==> config.mk <==
export PLATFORM = sky130hd
export DESIGN_NAME = hwmb_top
export DESIGN_NICKNAME = d
export VERILOG_FILES = /design/src/rtl/hwmb_pkg.sv /design/src/rtl/hwmb_wake.sv /design/src/rtl/hwmb_bell.sv /design/src/rtl/hwmb_top.sv
export SDC_FILE = /design/constraint.sdc
export NUM_CORES = 1
export LEC_CHECK = 0
export BUFFER_PORTS_ARGS = -buffer_cell sky130_fd_sc_hd__buf_2
export CORE_ASPECT_RATIO = 1.1
export CORE_MARGIN = 10
export CORE_UTILIZATION = 45
export CTS_CLUSTER_SIZE = 25
export DETAILED_ROUTE_END_ITERATION = 8
export PLACE_DENSITY_LB_ADDON = 0.12
export SETUP_SLACK_MARGIN = 0.4
export SLEW_MARGIN = 15
export SYNTH_ARGS = -nofsm -noshare
export SYNTH_HDL_FRONTEND = slang
export SYNTH_SLANG_ARGS = --single-unit
==> constraint.sdc <==
create_clock -name clk -period 3.8 [get_ports clk]
set_input_delay 0.76 -clock clk [delete_from_list [all_inputs] [get_ports clk]]
set_output_delay 0.76 -clock clk [all_outputs]
set_load 0.05 [all_outputs]
==> src/rtl/hwmb_pkg.sv <==
package hwmb_pkg;

    localparam int HA_W = 8;
    localparam int DW   = 32;

    localparam logic [HA_W-1:0] A_CTRL  = 8'h01;
    localparam logic [HA_W-1:0] A_CLKST = 8'h02;
    localparam logic [HA_W-1:0] A_WAKE  = 8'h10;
    localparam logic [HA_W-1:0] A_HDR   = 8'h14;
    localparam logic [HA_W-1:0] A_BELL  = 8'h18;
    localparam logic [HA_W-1:0] A_BUF   = 8'h1C;
    localparam logic [HA_W-1:0] A_DONE  = 8'h20;

    localparam logic [DW-1:0] WAKE_WORD  = 32'h0000_5678;
    localparam logic [DW-1:0] SLEEP_WORD = 32'h0000_4321;

    typedef struct packed {
        logic [15:0] len;
        logic [7:0]  opc;
        logic [7:0]  gid;
    } msg_hdr_t;

endpackage

==> src/rtl/hwmb_wake.sv <==
module hwmb_wake
    import hwmb_pkg::*;
#(
    parameter int WAKE_DLY = 4
) (
    input  logic          clk,
    input  logic          rst_n,
    input  logic          ctrl_wr,
    input  logic          ctrl_bit,
    input  logic          magic_wr,
    input  logic [DW-1:0] magic_word,
    output logic          wake_o,
    output logic          ready_o,
    output logic          awake_o,
    output logic          wake_irq_o,
    output logic          sleep_irq_o
);

    localparam int            CW      = $clog2(WAKE_DLY + 1);
    localparam logic [CW-1:0] CNT_TOP = CW'(WAKE_DLY);

    typedef struct packed {
        logic          wake;
        logic [CW-1:0] cnt;
        logic          awake;
        logic          wirq;
        logic          sirq;
    } wk_st_t;

    wk_st_t wk_q, wk_d;

    always_comb begin
        wk_d      = wk_q;
        wk_d.wirq = 1'b0;
        wk_d.sirq = 1'b0;
        if (ctrl_wr && !ctrl_bit) begin
            wk_d.wake = 1'b0;
            wk_d.cnt  = '0;
        end else begin
            if (ctrl_wr) begin
                wk_d.wake = 1'b1;
            end
            if (wk_q.wake && (wk_q.cnt != CNT_TOP)) begin
                wk_d.cnt = wk_q.cnt + 1'b1;
            end
        end
        if (magic_wr) begin
            if (magic_word == WAKE_WORD) begin
                wk_d.awake = 1'b1;
                wk_d.wirq  = 1'b1;
            end else if (magic_word == SLEEP_WORD) begin
                wk_d.awake = 1'b0;
                wk_d.sirq  = 1'b1;
            end
        end
    end

    always_ff @(posedge clk) begin
        if (!rst_n) begin
            wk_q <= '0;
        end else begin
            wk_q <= wk_d;
        end
    end

    assign wake_o      = wk_q.wake;
    assign ready_o     = (wk_q.cnt == CNT_TOP);
    assign awake_o     = wk_q.awake;
    assign wake_irq_o  = wk_q.wirq;
    assign sleep_irq_o = wk_q.sirq;

    assert_ready_needs_wake_R3: assert property (@(posedge clk) disable iff (!rst_n)
        ready_o |-> wake_o);

    assert_ready_after_wake_R3: assert property (@(posedge clk) disable iff (!rst_n)
        $rose(ready_o) |-> $past(wake_o));

    assert_clear_drops_R2: assert property (@(posedge clk) disable iff (!rst_n)
        (ctrl_wr && !ctrl_bit) |=> (!wake_o && !ready_o));

    assert_one_pattern_R5: assert property (@(posedge clk) disable iff (!rst_n)
        !(wake_irq_o && sleep_irq_o));

endmodule

==> src/rtl/hwmb_bell.sv <==
module hwmb_bell
    import hwmb_pkg::*;
#(
    parameter int BUF_W = 24
) (
    input  logic             clk,
    input  logic             rst_n,
    input  logic             hdr_wr,
    input  logic [DW-1:0]    hdr_word,
    input  logic             bell_wr,
    input  logic             bell_bit,
    input  logic             alloc_valid,
    input  logic [BUF_W-1:0] alloc_addr,
    input  logic             done_wr,
    input  logic             done_flag,
    input  logic [BUF_W-1:0] done_word,
    output msg_hdr_t         hdr_o,
    output logic             pending_o,
    output logic             ovf_o,
    output logic             msg_irq_o,
    output msg_hdr_t         msg_o,
    output logic [BUF_W-1:0] buf_o,
    output logic             done_irq_o,
    output logic [BUF_W-1:0] done_addr_o
);

    typedef struct packed {
        msg_hdr_t         hdr;
        logic             pend;
        logic             ovf;
        logic             mirq;
        msg_hdr_t         msg;
        logic [BUF_W-1:0] bufa;
        logic             dirq;
        logic [BUF_W-1:0] daddr;
    } bl_st_t;

    bl_st_t bl_q, bl_d;
    logic   ring;

    always_comb begin
        bl_d      = bl_q;
        bl_d.mirq = 1'b0;
        bl_d.dirq = 1'b0;
        ring      = bell_wr && bell_bit;

        if (hdr_wr) begin
            bl_d.hdr        = msg_hdr_t'(hdr_word);
            bl_d.hdr.opc[7] = 1'b0;
        end

        if (ring && bl_q.pend) begin
            bl_d.ovf = 1'b1;
        end else if (ring) begin
            bl_d.pend = 1'b1;
            bl_d.mirq = 1'b1;
            bl_d.msg  = bl_q.hdr;
        end

        if (bl_q.pend && alloc_valid) begin
            bl_d.bufa = alloc_addr;
            bl_d.pend = 1'b0;
        end

        if (done_wr && done_flag) begin
            bl_d.dirq  = 1'b1;
            bl_d.daddr = done_word;
        end
    end

    always_ff @(posedge clk) begin
        if (!rst_n) begin
            bl_q <= '0;
        end else begin
            bl_q <= bl_d;
        end
    end

    assign hdr_o       = bl_q.hdr;
    assign pending_o   = bl_q.pend;
    assign ovf_o       = bl_q.ovf;
    assign msg_irq_o   = bl_q.mirq;
    assign msg_o       = bl_q.msg;
    assign buf_o       = bl_q.bufa;
    assign done_irq_o  = bl_q.dirq;
    assign done_addr_o = bl_q.daddr;

    assert_clear_on_alloc_R8: assert property (@(posedge clk) disable iff (!rst_n)
        (pending_o && alloc_valid) |=> (!pending_o && (buf_o == $past(alloc_addr))));

    assert_msg_sets_pending_R7: assert property (@(posedge clk) disable iff (!rst_n)
        msg_irq_o |-> pending_o);

    assert_busy_ring_dropped_R9: assert property (@(posedge clk) disable iff (!rst_n)
        (pending_o && bell_wr && bell_bit) |=> (!msg_irq_o && ovf_o));

    assert_ovf_sticky_R9: assert property (@(posedge clk) disable iff (!rst_n)
        ovf_o |=> ovf_o);

    assert_done_needs_flag_R10: assert property (@(posedge clk) disable iff (!rst_n)
        done_irq_o |-> $past(done_wr && done_flag));

endmodule

==> src/rtl/hwmb_top.sv <==
module hwmb_top
    import hwmb_pkg::*;
#(
    parameter int WAKE_DLY = 4,
    parameter int BUF_W    = 24
) (
    input  logic             clk,
    input  logic             rst_n,
    input  logic             host_wr,
    input  logic             host_rd,
    input  logic [7:0]       host_addr,
    input  logic [31:0]      host_wdata,
    output logic [31:0]      host_rdata,
    output logic             host_err,
    input  logic             alloc_valid,
    input  logic [BUF_W-1:0] alloc_addr,
    output logic             core_wake,
    output logic             core_ready,
    output logic             host_awake,
    output logic             fw_wake_irq,
    output logic             fw_sleep_irq,
    output logic             fw_msg_irq,
    output logic [7:0]       msg_gid,
    output logic [7:0]       msg_opcode,
    output logic [15:0]      msg_len,
    output logic             msg_pending,
    output logic             fw_done_irq,
    output logic [BUF_W-1:0] done_addr
);

    typedef struct packed {
        logic [DW-1:0] rdata;
        logic          err;
    } hi_st_t;

    hi_st_t   hi_q, hi_d;
    logic     always_on, allow, wr_ok, rd_ok;
    msg_hdr_t hdr_view, msg_view;
    logic     ovf, wake_w, ready_w, awake_w;
    logic [BUF_W-1:0] buf_w;

    assign always_on = (host_addr == A_CTRL) || (host_addr == A_CLKST);
    assign allow     = ready_w || always_on;
    assign wr_ok     = host_wr && allow;
    assign rd_ok     = host_rd && allow;

    hwmb_wake #(.WAKE_DLY(WAKE_DLY)) u_wake (
        .clk         (clk),
        .rst_n       (rst_n),
        .ctrl_wr     (wr_ok && (host_addr == A_CTRL)),
        .ctrl_bit    (host_wdata[1]),
        .magic_wr    (wr_ok && (host_addr == A_WAKE)),
        .magic_word  (host_wdata),
        .wake_o      (wake_w),
        .ready_o     (ready_w),
        .awake_o     (awake_w),
        .wake_irq_o  (fw_wake_irq),
        .sleep_irq_o (fw_sleep_irq)
    );

    hwmb_bell #(.BUF_W(BUF_W)) u_bell (
        .clk         (clk),
        .rst_n       (rst_n),
        .hdr_wr      (wr_ok && (host_addr == A_HDR)),
        .hdr_word    (host_wdata),
        .bell_wr     (wr_ok && (host_addr == A_BELL)),
        .bell_bit    (host_wdata[1]),
        .alloc_valid (alloc_valid),
        .alloc_addr  (alloc_addr),
        .done_wr     (wr_ok && (host_addr == A_DONE)),
        .done_flag   (host_wdata[1]),
        .done_word   (host_wdata[BUF_W+1:2]),
        .hdr_o       (hdr_view),
        .pending_o   (msg_pending),
        .ovf_o       (ovf),
        .msg_irq_o   (fw_msg_irq),
        .msg_o       (msg_view),
        .buf_o       (buf_w),
        .done_irq_o  (fw_done_irq),
        .done_addr_o (done_addr)
    );

    always_comb begin
        hi_d       = '0;
        hi_d.err   = (host_wr || host_rd) && !allow;
        if (rd_ok) begin
            unique case (host_addr)
                A_CTRL:  hi_d.rdata = {30'd0, wake_w, 1'b0};
                A_CLKST: hi_d.rdata = {31'd0, ready_w};
                A_WAKE:  hi_d.rdata = {31'd0, awake_w};
                A_HDR:   hi_d.rdata = hdr_view;
                A_BELL:  hi_d.rdata = {27'd0, ovf, 2'b00, msg_pending, 1'b0};
                A_BUF:   hi_d.rdata = DW'(buf_w);
                default: hi_d.rdata = '0;
            endcase
        end
    end

    always_ff @(posedge clk) begin
        if (!rst_n) begin
            hi_q <= '0;
        end else begin
            hi_q <= hi_d;
        end
    end

    assign host_rdata = hi_q.rdata;
    assign host_err   = hi_q.err;
    assign core_wake  = wake_w;
    assign core_ready = ready_w;
    assign host_awake = awake_w;
    assign msg_gid    = msg_view.gid;
    assign msg_opcode = msg_view.opc;
    assign msg_len    = msg_view.len;

    assert_err_only_unready_R4: assert property (@(posedge clk) disable iff (!rst_n)
        host_err |-> !$past(core_ready));

    assert_err_reads_zero_R4: assert property (@(posedge clk) disable iff (!rst_n)
        host_err |-> (host_rdata == '0));

    assert_rdata_only_after_read_R11: assert property (@(posedge clk) disable iff (!rst_n)
        (host_rdata != '0) |-> $past(host_rd));

endmodule

==> qor.csv, run 1 <==
stage;metric;value;unit
clocking;path_clk_slew;60;ps
die;core_region_area;0.01264;sq mm
yosys;synthDistinctLibCells;44;
yosys;synth_cells;645;
power;p_int;2.664;mW
layout;nNetsFinal;859;
power;swShare;22.55;%
die;die_x;128.7;um
power;p_per_area;468.9;mW/mm^2
drt;routedWlPerCell;17.71;um
grt;grtUsageTotal;18.33;%
worst_hold_path;hold_path_class;register to register;
drt;drt-total-wl;16.96;mm
sta;worst_hold_slack;452.1;ps
drt;route.vias.total;4993;
worst_setup_path;crit_path_end_kind;register;
clocking;clock_sinks;154;
worst_setup_path;r2r_start;u_wake.wk_q[3];
drt;drc;0;
layout;fillCellCount;1196;
die;die-area;0.01795;sq mm
yosys;netlist_area;0.005846;sq mm
die;ioPinCount;166;
clocking;post_cts_buffers;0;
yosys;ys.flop_type;dfxtp_1;
placement;gp_congestion;0.8337;
placement;io_buffers;164;
layout;antenna_cells;0;
sta;fmax;351.8;MHz
grt;grt_overflow;0;
power;p_seq_share;46.9;%
drt;via_per_inst;5.212;
grt;grt_antenna_before_repair;0;
yosys;synth_top_area_cell;dfxtp_1;
yosys;ys_seq_area_share;52.74;%
sta;clock_skew;11.22;ps
clocking;cts_tree;built;
worst_setup_path;r2r_end;u_bell.msg_o[0];
flow_run;drv_cap;0;
clocking;h-tree-depth;4;
sta;slew_viol_final;0;
grt;grt_pass1_wl;26.58;mm
die;initial_utilization;46.23;%
worst_hold_path;hold_start;u_bell.done_addr_o[17];
layout;fin_cells;958;
sta;setup_viol;0;
yosys;ys_warn_count;0;
sta;tightest_slew;927.3;ps
sta;min_period;2842;ps
sta;fin_setup_tns;0;ps
grt;grt_max_degree;89;
power;switching_power;0.7757;mW
placement;dp_hpwl;12.15;mm
layout;drive_gt1_share;26.22;%
worst_setup_path;critPathKind;input port to register;
worst_hold_path;holdPathStages;2;
worst_setup_path;r2r_cells;8;
drt;drtPass1Iterations;7;
clocking;cts_max_path_buffers;2;
drt;antenna_left;0;
yosys;synth_nets;716;
sta;max-slew-margin-rel;38.18;%
die;die_h;139.5;um
sta;fin_crit_sh;74.80;%
yosys;yosysTopAreaCellShare;52.74;%
power;power_leakage;2.939;nW
worst_setup_path;cp-start-kind;input port;
run_status;outcome;finished, final reports clean;
die;rows;43;
worst_hold_path;min_to;u_bell.done_addr_o[17];
clocking;holdBufCountCts;0;
worst_setup_path;crit_fanout;15;
layout;fin_util;58.01;%
clocking;cts_resized;0;
layout;area_growth;25.47;%
drt;drt-initial-drc-count;313;
yosys;synth-seq-cells;154;
clocking;cts_buffers;17;
clocking;clk_latency;420;ps
worst_setup_path;worstPathArrival;3180;ps
yosys;synthArstFlopShare;0;%
sta;rsz0062_at_grt;no;
grt;grt_pass1_vias;5130;
worst_setup_path;rrSetupSlack;1630;ps
power;power_frac_clock;49.7;%
yosys;synth-edff-count;0;
worst_setup_path;cp.required;4130;ps
yosys;synth.area.top_cells;dfxtp_1, nand2_1, mux2i_1;
power;p_comb_share;3.3;%
yosys;syn_avg_cell_area;9.063;sq um
clocking;root_buffer;clkbuf_16;
power;vdd_drop_max;0.2857;mV
sta;finalHoldViolations;0;
worst_setup_path;cp-startpoint;host_addr[3];
placement;dp_cells;926;
-- metal layers --
layer	vias to the layer above	share of wire [%]	GRT usage, %
met1	2349	41	20.51
met3	10	7.0	5.129
met2	153	51	32.60
li1	2481	-	-
met4	0	0.83	5.396
met5	-	0	0
-- flip-flops by register name (all words and copies together) (netlist names) --
signal,count
u_bell.msg_irq_o,1
host_rdata,32
u_wake.sleep_irq_o,1
u_wake.wake_irq_o,1
u_wake.wk_q,3
u_bell.msg_o,31
u_bell.hdr_o,31
u_bell.buf_o,24
u_bell.pending_o,1
u_wake.wake_o,1
u_wake.awake_o,1
host_err,1
u_bell.done_irq_o,1
u_bell.done_addr_o,24
u_bell.ovf_o,1
-- worst max-delay path, cell delays in order --
cell	delay (ps)
buf_2	160
or4_4	520
o41ai_2	610
and4_1	610
buf_4	300
nand2_1	70
a21boi_1	140
-- layout by cell type (no fill, tap or decap), types with 4 or more instances in the layout --
master     instances
buf_2            163
dfxtp_1          154
nand2_1          139
nand3_1           37
nor2b_1           35
mux2i_1           32
o21ai_1           32
nor2_1            29
a21boi_1          25
a21boi_0          25
a22oi_1           21
clkbuf_16         17
and3_1            12
nor4_1             9
buf_4              8
inv_6              5
inv_1              4
-- worst max path at each step --
stage                                        to  cells past startpoint
after floorplan                 u_bell.msg_o[0]                      7
after global placement    u_bell.done_addr_o[6]                      7
after detailed placement  u_bell.done_addr_o[5]                      7
after CTS                 u_bell.done_addr_o[5]                      7
after global routing      u_bell.done_addr_o[5]                      7
final                     u_bell.done_addr_o[5]                      7
-- cell families after synthesis --
family	synth area share, %
buffers and inverters	4.088
AO/OA/AOI/OAI	13.48
XOR/XNOR	0.4496
flip-flops	52.74
AND/OR/NAND/NOR	23.07
adder cells (fa/ha/maj)	0.4280
multiplexers	5.672
other	0.06415
-- cells in the mapped netlist, drive strengths merged, types with 2 or more instances --
| cell type | instances |
|---|---|
| dfxtp | 154 |
| nand2 | 139 |
| a21boi | 50 |
| nand3 | 37 |
| nor2b | 35 |
| clkbuf | 34 |
| o21ai | 34 |
| mux2i | 32 |
| nor2 | 29 |
| a22oi | 21 |
| buf | 15 |
| and3 | 13 |
| nor4 | 10 |
| inv | 4 |
| a21oi | 3 |
| and2 | 3 |
| nand4 | 3 |
| nand4b | 3 |
| nor3 | 3 |
| and3b | 2 |
| ha | 2 |
| or4 | 2 |
| xnor2 | 2 |
-- through the flow --
step	worst slack, ps	instance area (sq um)	power (mW)
global placement	620.0	6735	1.763
floorplan	1045	5846	1.700
global route	845.1	7335	3.536
detailed placement	563.8	6735	1.764
CTS	988.2	7335	3.464
finish	957.7	7335	3.439
-- power groups by stage --
stage                     clock (mW)  sequential [mW]  combinational [mW]
after CTS                       1.74             1.61               0.114
after detailed placement           0             1.65               0.113
after global routing            1.80             1.61               0.122
final                           1.71             1.61               0.114
after floorplan                    0             1.65              0.0467
after global placement             0             1.65               0.112
-- cell type report --
cell class,count,area [sq um],share of cell area (%)
flip-flops and latches,154,3083,42.03
multi-input cells,438,2525,34.43
repair buffers,173,915.9,12.49
clock buffers,18,439.2,5.988
well taps,157,196.4,2.678
clock inverters,14,160.2,2.184
inverters,4,15.01,0.2047
No activity file was read; power rests on OpenSTA's default activity.
==> inputs of run 2 (changes only) <==
==> constraint.sdc (replaced) <==
create_clock -name clk -period 2.46 [get_ports clk]
set_input_delay 0.492 -clock clk [delete_from_list [all_inputs] [get_ports clk]]
set_output_delay 0.492 -clock clk [all_outputs]
set_load 0.05 [all_outputs]
==> run 2 against run 1 <==
Net effect: worst hold slack got worse by 140 ps; flip-flop and latch count did not move; count of clock-buffer cells in the layout up 3; first-iteration DRC count rose by 6.7%; clock power rose by 43%; clock skew shrank 3.1 ps; critical path type unchanged; critical endpoint is now u_bell.msg_o[19]; largest cell class unchanged; largest power group is now registers; highest routed layer unchanged.
==> qor.csv, run 2 (synthesis results as in run 1) <==
stage;metric;value;unit
layout;drive_gt1_share;28.88;%
clocking;path_clk_slew;60;ps
clocking;cts_buffers;17;
worst_setup_path;critPathKind;input port to register;
die;rows;43;
worst_setup_path;worstPathArrival;2350;ps
sta;finalHoldViolations;0;
grt;grtUsageTotal;18.18;%
die;die_h;139.5;um
power;power_leakage;3.090;nW
sta;fin_crit_sh;83.03;%
worst_setup_path;r2r_cells;9;
sta;worst_hold_slack;315.4;ps
power;vdd_drop_max;0.4265;mV
clocking;clock_sinks;154;
clocking;h-tree-depth;4;
sta;setup_ws;417.5;ps
placement;io_buffers;164;
die;ioPinCount;166;
sta;rsz0062_at_grt;yes;
flow_run;drv_cap;0;
sta;min_period;2042;ps
grt;grt_max_degree;41;
layout;largest_reg_flops;32;
layout;fillCellCount;1097;
drt;drtPass1Iterations;5;
die;core_region_area;0.01264;sq mm
clocking;cts_tree;built;
die;initial_utilization;46.23;%
placement;post_dp_cell_area;0.006909;sq mm
drt;drt-initial-drc-count;334;
layout;mostFrequentLayoutCells;buf_2, dfxtp_1, nand2_1, nand3_1, nor2b_1;
grt;grt_antenna_before_repair;0;
drt;via_per_inst;5.202;
layout;fin_cells;981;
drt;antenna_left;0;
run_status;outcome;finished, final reports clean;
worst_setup_path;cp_slowest_cell;or4_4;
worst_hold_path;hold_path_class;input port to register;
drt;drc;0;
grt;grt_overflow;0;
die;die-area;0.01795;sq mm
layout;layout_commonest_cell;buf_2;
sta;slew_viol_final;0;
worst_setup_path;cp.required;2770;ps
clocking;holdBufCountCts;0;
layout;antenna_cells;0;
sta;fmax;489.6;MHz
power;p_per_area;672.0;mW/mm^2
drt;drt-total-wl;16.77;mm
worst_setup_path;max_stage_delay;530;ps
layout;nNetsFinal;883;
clocking;root_buffer;clkbuf_16;
drt;routedWlPerCell;17.10;um
sta;clock_skew;8.159;ps
grt;grt_pass1_wl;26.21;mm
layout;area_growth;30.71;%
layout;final_cell_area;0.007641;sq mm
clocking;clk_latency;420;ps
worst_setup_path;path_cells;buf_6 -> or4_4 -> o41a_1 -> nor4_4 -> buf_6 -> buf_12 -> mux2i_1 -> nor2b_1;
worst_hold_path;holdPathStages;3;
clocking;cts_max_path_buffers;2;
placement;dp_hpwl;12.58;mm
worst_setup_path;crit_fanout;12;
worst_setup_path;crit_path_end_kind;register;
drt;route.vias.total;5103;
sta;fin_setup_tns;0;ps
worst_setup_path;cpMostUsedCell;buf_6;
die;die_x;128.7;um
grt;grt_pass1_vias;5118;
placement;gp_congestion;0.8437;
placement;pre_cts_slack;-106.3;ps
sta;setup_viol;0;
placement;dp_cells;946;
worst_setup_path;cp-start-kind;input port;
[run 2: cell types whose count changed in the layout (fill, tap and decap cells not counted), sizes merged]
cell	change
clkinv	+2
inv	-5
clkbuf	+5
buf	+22
bufinv	-1
[run 2: what timing repair did]
| action | 4_1_cts | 5_1_grt |
|---|---|---|
| setup endpoints to repair | 35 | 109 |
| buffers inserted | 0 | 2 |
| cloned | 0 | 2 |
| pin swaps | 0 | 1 |
| resized for setup | 1 | 30 |
[run 2: power by group]
part / switching (mW) / total, mW / internal [mW] / leakage [nW]
clock network: 0.986 / 2.45 / 1.46 / 0.275
logic: 0.106 / 0.188 / 0.0828 / 1.57
registers: 0.000563 / 2.50 / 2.50 / 1.24
[run 2: worst paths after layout]
check / startpoint / to / slack (ps)
worst min register to register: u_bell.done_addr_o[20] / u_bell.done_addr_o[20] / 450
worst max register to register: u_wake.wk_q[3] / u_bell.msg_o[19] / 640
worst min-delay path: alloc_addr[3] / u_bell.buf_o[3] / 320
worst max-delay path: host_addr[7] / u_bell.msg_o[19] / 420
[run 2: cell type report]
type	count	area, sq um	area share [%]
clock buffers	21	470.5	6.157
repair buffers	197	1211	15.85
well taps	157	196.4	2.571
multi-input cells	438	2574	33.68
flip-flops and latches	154	3083	40.35
clock inverters	10	91.34	1.195
inverters	4	15.01	0.1965
[run 2: metal layers]
| metal | track usage [%] | part of all wire [%] |
|---|---|---|
| met1 | 20.00 | 41 |
| met2 | 30.38 | 49 |
| met3 | 6.953 | 7.7 |
| met4 | 7.625 | 2.4 |
| met5 | 0 | 0 |
[run 2: worst max-delay path: cells and delay by family]
| kind | cells | cell delay [ps] |
|---|---|---|
| compound gates | 1 | 470 |
| buf+inv | 3 | 420 |
| mux | 1 | 210 |
| simple gates | 3 | 760 |
[run 2: metrics by stage]
stage          util (%)  total power [mW]
2_1_floorplan         -             2.629
3_3_place_gp      54.65             2.730
3_5_place_dp      54.65             2.733
4_1_cts           59.12             5.166
5_1_grt           60.44             5.290
6_report          60.44             5.135
